`src/rtl/pt_dec_pkg.sv`:
```
`timescale 1ns/1ps
package pt_dec_pkg;

    localparam int N_BANK  = 8;
    localparam int N_EXT   = 11;

    // Fixed term positions of the single-term outputs
    localparam int T_RAM   = 8;
    localparam int T_IO    = 9;
    localparam int T_DIN   = 10;
    localparam int T_DOUT1 = 11;
    localparam int T_DOUT2 = 12;
    localparam int T_EXT0  = 13;

    // Product-term budget of external select k: 4, 2 or 1 terms
    function automatic int ext_terms(input int k);
        if (k < 4)      return 4;
        else if (k < 8) return 2;
        else            return 1;
    endfunction

    function automatic int ext_base(input int k);
        int b;
        b = T_EXT0;
        for (int j = 0; j < k; j++) b += ext_terms(j);
        return b;
    endfunction

    localparam int N_TERMS = ext_base(N_EXT);

    typedef enum logic {
        MODE_ADDR = 1'b0,
        MODE_CSI  = 1'b1
    } top_mode_e;

    typedef struct packed {
        logic [N_BANK-1:0] bank_n;
        logic              ram_n;
        logic              io_n;
        logic              din_n;
        logic              dout1_n;
        logic              dout2_n;
        logic [N_EXT-1:0]  ext_n;
    } sel_t;

endpackage

```
`src/rtl/pt_cfg_regs.sv`:
```
`timescale 1ns/1ps
module pt_cfg_regs
    import pt_dec_pkg::*;
#(
    parameter int NIN = 20,
    parameter int AW  = 6,
    localparam int CFG_W = 2 * NIN + 1
) (
    input  logic                           clk,
    input  logic                           rst,
    input  logic                           we_i,
    input  logic [AW-1:0]                  addr_i,
    input  logic [CFG_W-1:0]               wdata_i,
    output logic [N_TERMS-1:0][CFG_W-1:0]  cfg_o,
    output top_mode_e                      mode_o
);

    logic [N_TERMS-1:0][CFG_W-1:0] cfg_q;
    top_mode_e                     mode_q;

    for (genvar t = 0; t < N_TERMS; t++) begin : g_term_reg
        always_ff @(posedge clk) begin
            if (rst)
                cfg_q[t] <= '0;
            else if (we_i && (addr_i == AW'(t)))
                cfg_q[t] <= wdata_i;
        end
    end

    always_ff @(posedge clk) begin
        if (rst)
            mode_q <= MODE_ADDR;
        else if (we_i && (addr_i == AW'(N_TERMS)))
            mode_q <= top_mode_e'(wdata_i[0]);
    end

    assign cfg_o  = cfg_q;
    assign mode_o = mode_q;

    assert_cfg_clear_R10: assert property (@(posedge clk) disable iff (rst)
        $past(rst) |-> (mode_q == MODE_ADDR && cfg_q == '0));

    assert_ign_addr_R9: assert property (@(posedge clk) disable iff (rst)
        (we_i && (addr_i > AW'(N_TERMS))) |=> ($stable(cfg_q) && $stable(mode_q)));

endmodule

```
`src/rtl/pt_term.sv`:
```
`timescale 1ns/1ps
module pt_term #(
    parameter int NIN = 20,
    localparam int CFG_W = 2 * NIN + 1
) (
    input  logic [NIN-1:0]   x_i,
    input  logic [CFG_W-1:0] cfg_i,
    input  logic             ign_top_i,
    output logic             hit_o
);

    always_comb begin
        hit_o = cfg_i[CFG_W-1];
        for (int i = 0; i < NIN; i++) begin
            if (!(ign_top_i && (i == NIN - 1))) begin
                if (cfg_i[2*i] && !x_i[i])   hit_o = 1'b0;
                if (cfg_i[2*i+1] && x_i[i])  hit_o = 1'b0;
            end
        end
    end

endmodule

```
`src/rtl/pt_out_map.sv`:
```
`timescale 1ns/1ps
module pt_out_map
    import pt_dec_pkg::*;
(
    input  logic               clk,
    input  logic               rst,
    input  logic [N_TERMS-1:0] hit_i,
    input  logic               rd_i,
    input  logic               ale_i,
    input  logic               force_off_i,
    output sel_t               sel_n_o
);

    logic [N_EXT-1:0] ext_hit;
    sel_t             raw;

    for (genvar k = 0; k < N_EXT; k++) begin : g_ext
        assign ext_hit[k] = |hit_i[ext_base(k) +: ext_terms(k)];
    end

    always_comb begin
        raw.bank_n  = ~hit_i[N_BANK-1:0];
        raw.ram_n   = ~hit_i[T_RAM];
        raw.io_n    = ~hit_i[T_IO];
        raw.din_n   = ~(hit_i[T_DIN] & rd_i);
        raw.dout1_n = ~(hit_i[T_DOUT1] & ale_i);
        raw.dout2_n = ~hit_i[T_DOUT2];
        raw.ext_n   = ~ext_hit;
        sel_n_o     = force_off_i ? '1 : raw;
    end

    assert_din_gate_R6: assert property (@(posedge clk) disable iff (rst)
        !rd_i |-> sel_n_o.din_n);

    assert_dout1_gate_R6: assert property (@(posedge clk) disable iff (rst)
        !ale_i |-> sel_n_o.dout1_n);

endmodule

```
`src/rtl/pt_decoder.sv`:
```
`timescale 1ns/1ps
module pt_decoder
    import pt_dec_pkg::*;
#(
    parameter int N_ADDR = 8,
    parameter int N_PAGE = 4,
    parameter int N_GPI  = 4,
    localparam int NIN   = N_ADDR + N_PAGE + N_GPI + 4,
    localparam int CFG_W = 2 * NIN + 1,
    localparam int AW    = $clog2(N_TERMS + 1)
) (
    input  logic              clk,
    input  logic              rst,
    input  logic              cfg_we,
    input  logic [AW-1:0]     cfg_addr,
    input  logic [CFG_W-1:0]  cfg_wdata,
    input  logic [N_ADDR-1:0] addr_hi,
    input  logic [N_PAGE-1:0] page,
    input  logic [N_GPI-1:0]  gpi,
    input  logic              rd,
    input  logic              wr,
    input  logic              ale,
    input  logic              top_in,
    output logic [N_BANK-1:0] bank_sel_n,
    output logic              ram_sel_n,
    output logic              io_sel_n,
    output logic              din_sel_n,
    output logic              dout1_sel_n,
    output logic              dout2_sel_n,
    output logic [N_EXT-1:0]  ext_sel_n,
    output logic              pwr_dn
);

    logic [N_TERMS-1:0][CFG_W-1:0] term_cfg;
    top_mode_e                     mode;
    logic [NIN-1:0]                x;
    logic [N_TERMS-1:0]            hit;
    logic                          csi_off;
    sel_t                          sel_n;

    assign x = {top_in, ale, wr, rd, gpi, page, addr_hi};

    pt_cfg_regs #(.NIN(NIN), .AW(AW)) u_cfg (
        .clk     (clk),
        .rst     (rst),
        .we_i    (cfg_we),
        .addr_i  (cfg_addr),
        .wdata_i (cfg_wdata),
        .cfg_o   (term_cfg),
        .mode_o  (mode)
    );

    for (genvar t = 0; t < N_TERMS; t++) begin : g_terms
        pt_term #(.NIN(NIN)) u_term (
            .x_i       (x),
            .cfg_i     (term_cfg[t]),
            .ign_top_i (mode == MODE_CSI),
            .hit_o     (hit[t])
        );
    end

    assign csi_off = (mode == MODE_CSI) && top_in;
    assign pwr_dn  = !rst && csi_off;

    pt_out_map u_map (
        .clk         (clk),
        .rst         (rst),
        .hit_i       (hit),
        .rd_i        (rd),
        .ale_i       (ale),
        .force_off_i (rst || csi_off),
        .sel_n_o     (sel_n)
    );

    assign bank_sel_n  = sel_n.bank_n;
    assign ram_sel_n   = sel_n.ram_n;
    assign io_sel_n    = sel_n.io_n;
    assign din_sel_n   = sel_n.din_n;
    assign dout1_sel_n = sel_n.dout1_n;
    assign dout2_sel_n = sel_n.dout2_n;
    assign ext_sel_n   = sel_n.ext_n;

    assert_pd_deselect_R8: assert property (@(posedge clk) disable iff (rst)
        pwr_dn |-> (&bank_sel_n && ram_sel_n && io_sel_n && din_sel_n &&
                    dout1_sel_n && dout2_sel_n && &ext_sel_n));

endmodule

```
`config.mk`:
```
export PLATFORM = sky130hd
export DESIGN_NAME = pt_decoder
export DESIGN_NICKNAME = d
export VERILOG_FILES = /design/src/rtl/pt_dec_pkg.sv /design/src/rtl/pt_cfg_regs.sv /design/src/rtl/pt_term.sv /design/src/rtl/pt_out_map.sv /design/src/rtl/pt_decoder.sv
export SDC_FILE = /design/constraint.sdc
export NUM_CORES = 2
export LEC_CHECK = 0
export BUFFER_PORTS_ARGS = -buffer_cell sky130_fd_sc_hd__clkbuf_2
export CORE_UTILIZATION = 25
export DETAILED_ROUTE_END_ITERATION = 7
export HOLD_SLACK_MARGIN = 0.15
export PLACE_DENSITY = 0.48
export SLEW_MARGIN = 20
export SYNTH_ARGS = -nofsm -noshare
export SYNTH_HDL_FRONTEND = slang
export SYNTH_SLANG_ARGS = --single-unit
```
`constraint.sdc`:
```
create_clock -name clk -period 3.2 [get_ports clk]
set_input_delay 0.48 -clock clk [delete_from_list [all_inputs] [get_ports clk]]
set_output_delay 0.48 -clock clk [all_outputs]
set_load 0.01 [all_outputs]
```
==> run summary <==
Walking the worst path, the cells encountered are buf_8, o2111ai_1, nor4_4, buf_4, o41ai_4, clkbuf_2. The run gives 0 as the number of synthesis warnings. The cell area power density works out to 558 nW/µm². At the worst endpoint, the required time is 2.72 ns.

The core region is 266,000 µm². Among all stages on the critical path, the largest delay is contributed by o41ai_4. The placer congestion estimate came out at 0.858. The remaining number of nets flagged by the antenna check after routing is 0, and the leakage power summed over all cells is 27.2 nW. The worst path uses 102% of the clock period.

Critical path endpoint category: an output port. The startpoint identified for the worst hold timing path is cfg_wdata[33]. The highest net fanout along the worst path was 4; the total detailed-routing wirelength was 289 mm. The number of global-route vias before repair is 56,200, and the fmax is 0.307 GHz. Port buffering added 94 buffers. The logs give 0 for the count of final hold-check violations and 0 for the number of max-capacitance violations reported. Global routing finished with a remaining overflow of 0. The final worst-path setup slack is -0.0539 ns.

Summing all multi-input logic gate instances after layout gives 31,500 µm². By startpoint and endpoint, the worst setup path is classified as flip-flop to output port. The die is 520 µm wide. The worst register-to-register path begins at u_cfg.mode_o$_SDFFE_PP0P_.

The share of final-layout standard cells stronger than drive strength 1 came out at 10.0%. The origin of the worst setup path is u_cfg.mode_o$_SDFFE_PP0P_. The count of standard-cell rows was 189.

STA classifies the critical path startpoint as a flip-flop. The tools report the max-slew violation total from the final report as 0. The longest clock path from root to sink contains 3 buffers.

The routed design uses 136 mm of met2 wire. Dividing the detail-routed via count by the number of cells gives 4.99. The final design utilization is 29.8%, and the number of vias after detailed routing is 60,900. The worst path in the final design needs a cycle of 3.25 ns, including I/O delays and setup. The run finished, with violations left.

The cell sitting at the root of the clock tree is a clkbuf_16. The highest metal layer carrying signal wires in the routed design is met5. After clock tree synthesis, the clock-pin slew on the worst setup and hold paths is 0.07 ns. Dividing the detail-routed wire length by the instance count gives 23.8 µm. In the detailed route, the total length drawn on met3 is 19.9 mm. For the total half-perimeter wirelength after legalization and detailed placement, the log shows 172 mm.

The sequential cells in the finished layout cover a total of 32,800 µm². For the worst-skew pair later-pin latency, the log shows 0.83 ns. With fillers left out, the area of the finished cells amounts to 79,300 µm². The checks that failed: negative setup slack. The tools report the number of nets in the layout as 8,579. IR analysis of the VDD net gives a maximum drop of 0.000447 V. Dividing the synthesized area by the synthesized cell count gives 7.76 µm². From synthesis to final layout, the design area changed by 18.2%.

Setup repair after global routing could not meet its margin everywhere. The share of synthesized registers carrying an async set or reset was 0%. The worst hold-check path type was primary input to flip-flop.

The effective utilization at floorplan is 25.2%. The run gives 20.7% as the total global-route track usage. TritonCTS built the clock tree.

The logs give 4 for the H-tree depth and 8,714 for the synthesized net count. Once placement finished, the instance area stood at 72,600 µm². The die height is 520 µm. Area enclosed by the die boundary: 270,000 µm². On the critical path the largest part of the delay comes from compound AO/OA/AOI/OAI gates. The prevailing post-synth register cell was dfxtp_1. Setup violations remaining at the end of the flow were counted as 4. The run gives 411 mm as the global-route wire length before repair. The distinct cell type count of the synthesized netlist is 51. In this run the cell area of the synthesized design comes to 67,100 µm². In this run, synthesis inferred 0 flip-flops with an integrated enable. The synthesized netlist cell count is 8,644, and the number of buffers and inverters on the critical path is 3.

The worst setup skew after layout is 0 ns, and the initial antenna violation count is 16. The pin count of the biggest net entering global routing is 183, and the sequential area share after synthesis is 48.9%. Number of DRC violations after detailed-routing iteration 0: 6,412. CTS saw 1,639 sinks. In this run, CTS created clock tree buffers numbering 176. The number of optimization iterations in the first detailed-route pass is 6, and the number of synthesized register bits is 1,639. On the worst path, the slowest cell contributes a delay of 0.55 ns. Overall power consumption after layout is estimated at 44.2 mW. At the pin with the least slew margin, the transition time is 1.18 ns.

Adding up every negative setup slack in the final design gives -0.159 ns. The data arrival time of the worst path is 2.77 ns, and the remaining routing DRC violations is 0. Counting the fill cells in the layout gives 28,000.

Headroom to the max-slew limit came out at 21.6%. The I/O pin total is 95, and the wire length on met1 is 123 mm.
synthesized netlist by cell type, types with 5 or more instances:
| master | number | share of area, % |
|---|---|---|
| buf_4 | 33 | 0.37 |
| nor2b_1 | 18 | 0.17 |
| nand2b_1 | 8 | 0.075 |
| nor3_1 | 24 | 0.18 |
| nor4_1 | 28 | 0.26 |
| or4_1 | 15 | 0.17 |
| o21ai_0 | 11 | 0.082 |
| a22oi_1 | 34 | 0.38 |
| a21oi_1 | 1641 | 12 |
| a222oi_1 | 12 | 0.18 |
| dfxtp_1 | 1639 | 49 |
| nor2_1 | 65 | 0.36 |
| inv_1 | 27 | 0.15 |
| clkbuf_1 | 679 | 3.8 |
| mux2_2 | 23 | 0.39 |
| a21boi_0 | 5 | 0.056 |
| o2111ai_1 | 13 | 0.17 |
| nand4_1 | 133 | 1.2 |
| nand2_1 | 3353 | 19 |
| o211ai_1 | 14 | 0.16 |
| buf_1 | 5 | 0.028 |
| a211oi_1 | 13 | 0.15 |
| a22o_1 | 11 | 0.14 |
| buf_6 | 5 | 0.084 |
| buf_2 | 66 | 0.49 |
| mux2i_1 | 662 | 9.9 |
| a221oi_1 | 19 | 0.25 |
| nand3_1 | 45 | 0.34 |
final timing paths:
kind                                    end  slack (ns)  cells after the start
max                            ext_sel_n[3]       -0.05                      6
min           u_cfg.cfg_o[484]$_SDFFE_PP0P_        0.20                      3
max reg2reg       u_cfg.mode_o$_SDFFE_PP0P_        2.04                      4
min reg2reg  u_cfg.cfg_o[1637]$_SDFFE_PP0P_        0.45                      2
state kept, by name, indices dropped and copies added, names as in the netlist:
name / flops
u_cfg.cfg_o: 1638
u_cfg.mode_o: 1
metrics by stage:
stage / hold slack [ns] / cells / setup slack (ns)
after floorplan: 0.431 / 8644 / 0.631
after global placement: 0.437 / 11800 / -0.552
after detailed placement: 0.443 / 11800 / -0.446
after CTS: 0.154 / 12200 / -0.186
after global routing: 0.185 / 12200 / -0.196
final: 0.201 / 12200 / -0.0539
cell usage in the layout (no fill, tap or decap), types with 9 or more instances in the layout:
| cell type | n |
|---|---|
| a211oi_1 | 13 |
| o211ai_1 | 14 |
| nor3_1 | 12 |
| mux2i_1 | 657 |
| dlygate4sd3_1 | 13 |
| nor2b_1 | 18 |
| a22oi_1 | 34 |
| clkbuf_16 | 180 |
| clkbuf_2 | 28 |
| nor3_2 | 9 |
| clkinv_2 | 25 |
| nand2_1 | 3353 |
| a222oi_1 | 12 |
| a21oi_1 | 1640 |
| clkbuf_8 | 50 |
| a22o_1 | 11 |
| dfxtp_1 | 1632 |
| nor4_1 | 13 |
| nand3_1 | 43 |
| o2111ai_1 | 12 |
| nor2_1 | 32 |
| buf_12 | 78 |
| nand4_1 | 133 |
| clkbuf_1 | 43 |
| buf_4 | 344 |
| a221oi_1 | 12 |
| buf_6 | 9 |
| mux2_2 | 23 |
| inv_1 | 26 |
| or4_4 | 9 |
| nor2_2 | 32 |
power breakdown:
group	total (mW)	switching, mW	internal [mW]
Sequential	20.5	0.0431	20.5
Combinational	2.90	2.21	0.692
Clock	20.8	8.94	11.8
worst reg2reg max path, delay by kind of cell (launching register included):
kind,cells,cell delay [ns]
buffers and inverters,2,0.50
flip-flops,1,0.38
multiplexers,1,0.12
AND/OR/NAND/NOR,1,0.09
metal layers:
layer | vias to the layer above | global-route usage, %
li1 | 28300 | -
met1 | 29800 | 27.1
met2 | 2263 | 34.2
met3 | 483 | 3.11
met4 | 12 | 7.48
met5 | - | 0
what timing repair did:
action / in CTS / in global routing
gates resized for setup: 73 / 30
pin swaps: 26 / 21
endpoints found under the hold margin: 118 / 0
setup endpoints to repair: 24 / 16
setup buffers: 16 / 0
hold buffers: 13 / 0
area by class of cell:
cell class / count / area share, %
timing repair buffer: 475 / 5.75
inverter: 28 / 0.137
tap: 3533 / 5.58
antenna: 4 / 0.0126
clock buffer: 272 / 6.74
clock inverter: 43 / 0.642
multi-input combinational: 6189 / 39.7
sequential: 1639 / 41.4
cell families (layout without fill, tap and decap cells):
group,after synthesis,count (layout),share of synthesized area (%)
flops,1639,1639,48.9
simple gates,3719,3719,21.9
other cells,0,4,0
buf+inv,816,818,4.93
compound gates,1785,1785,14.0
mux,685,685,10.3
Power figures use the tool's default switching activity.
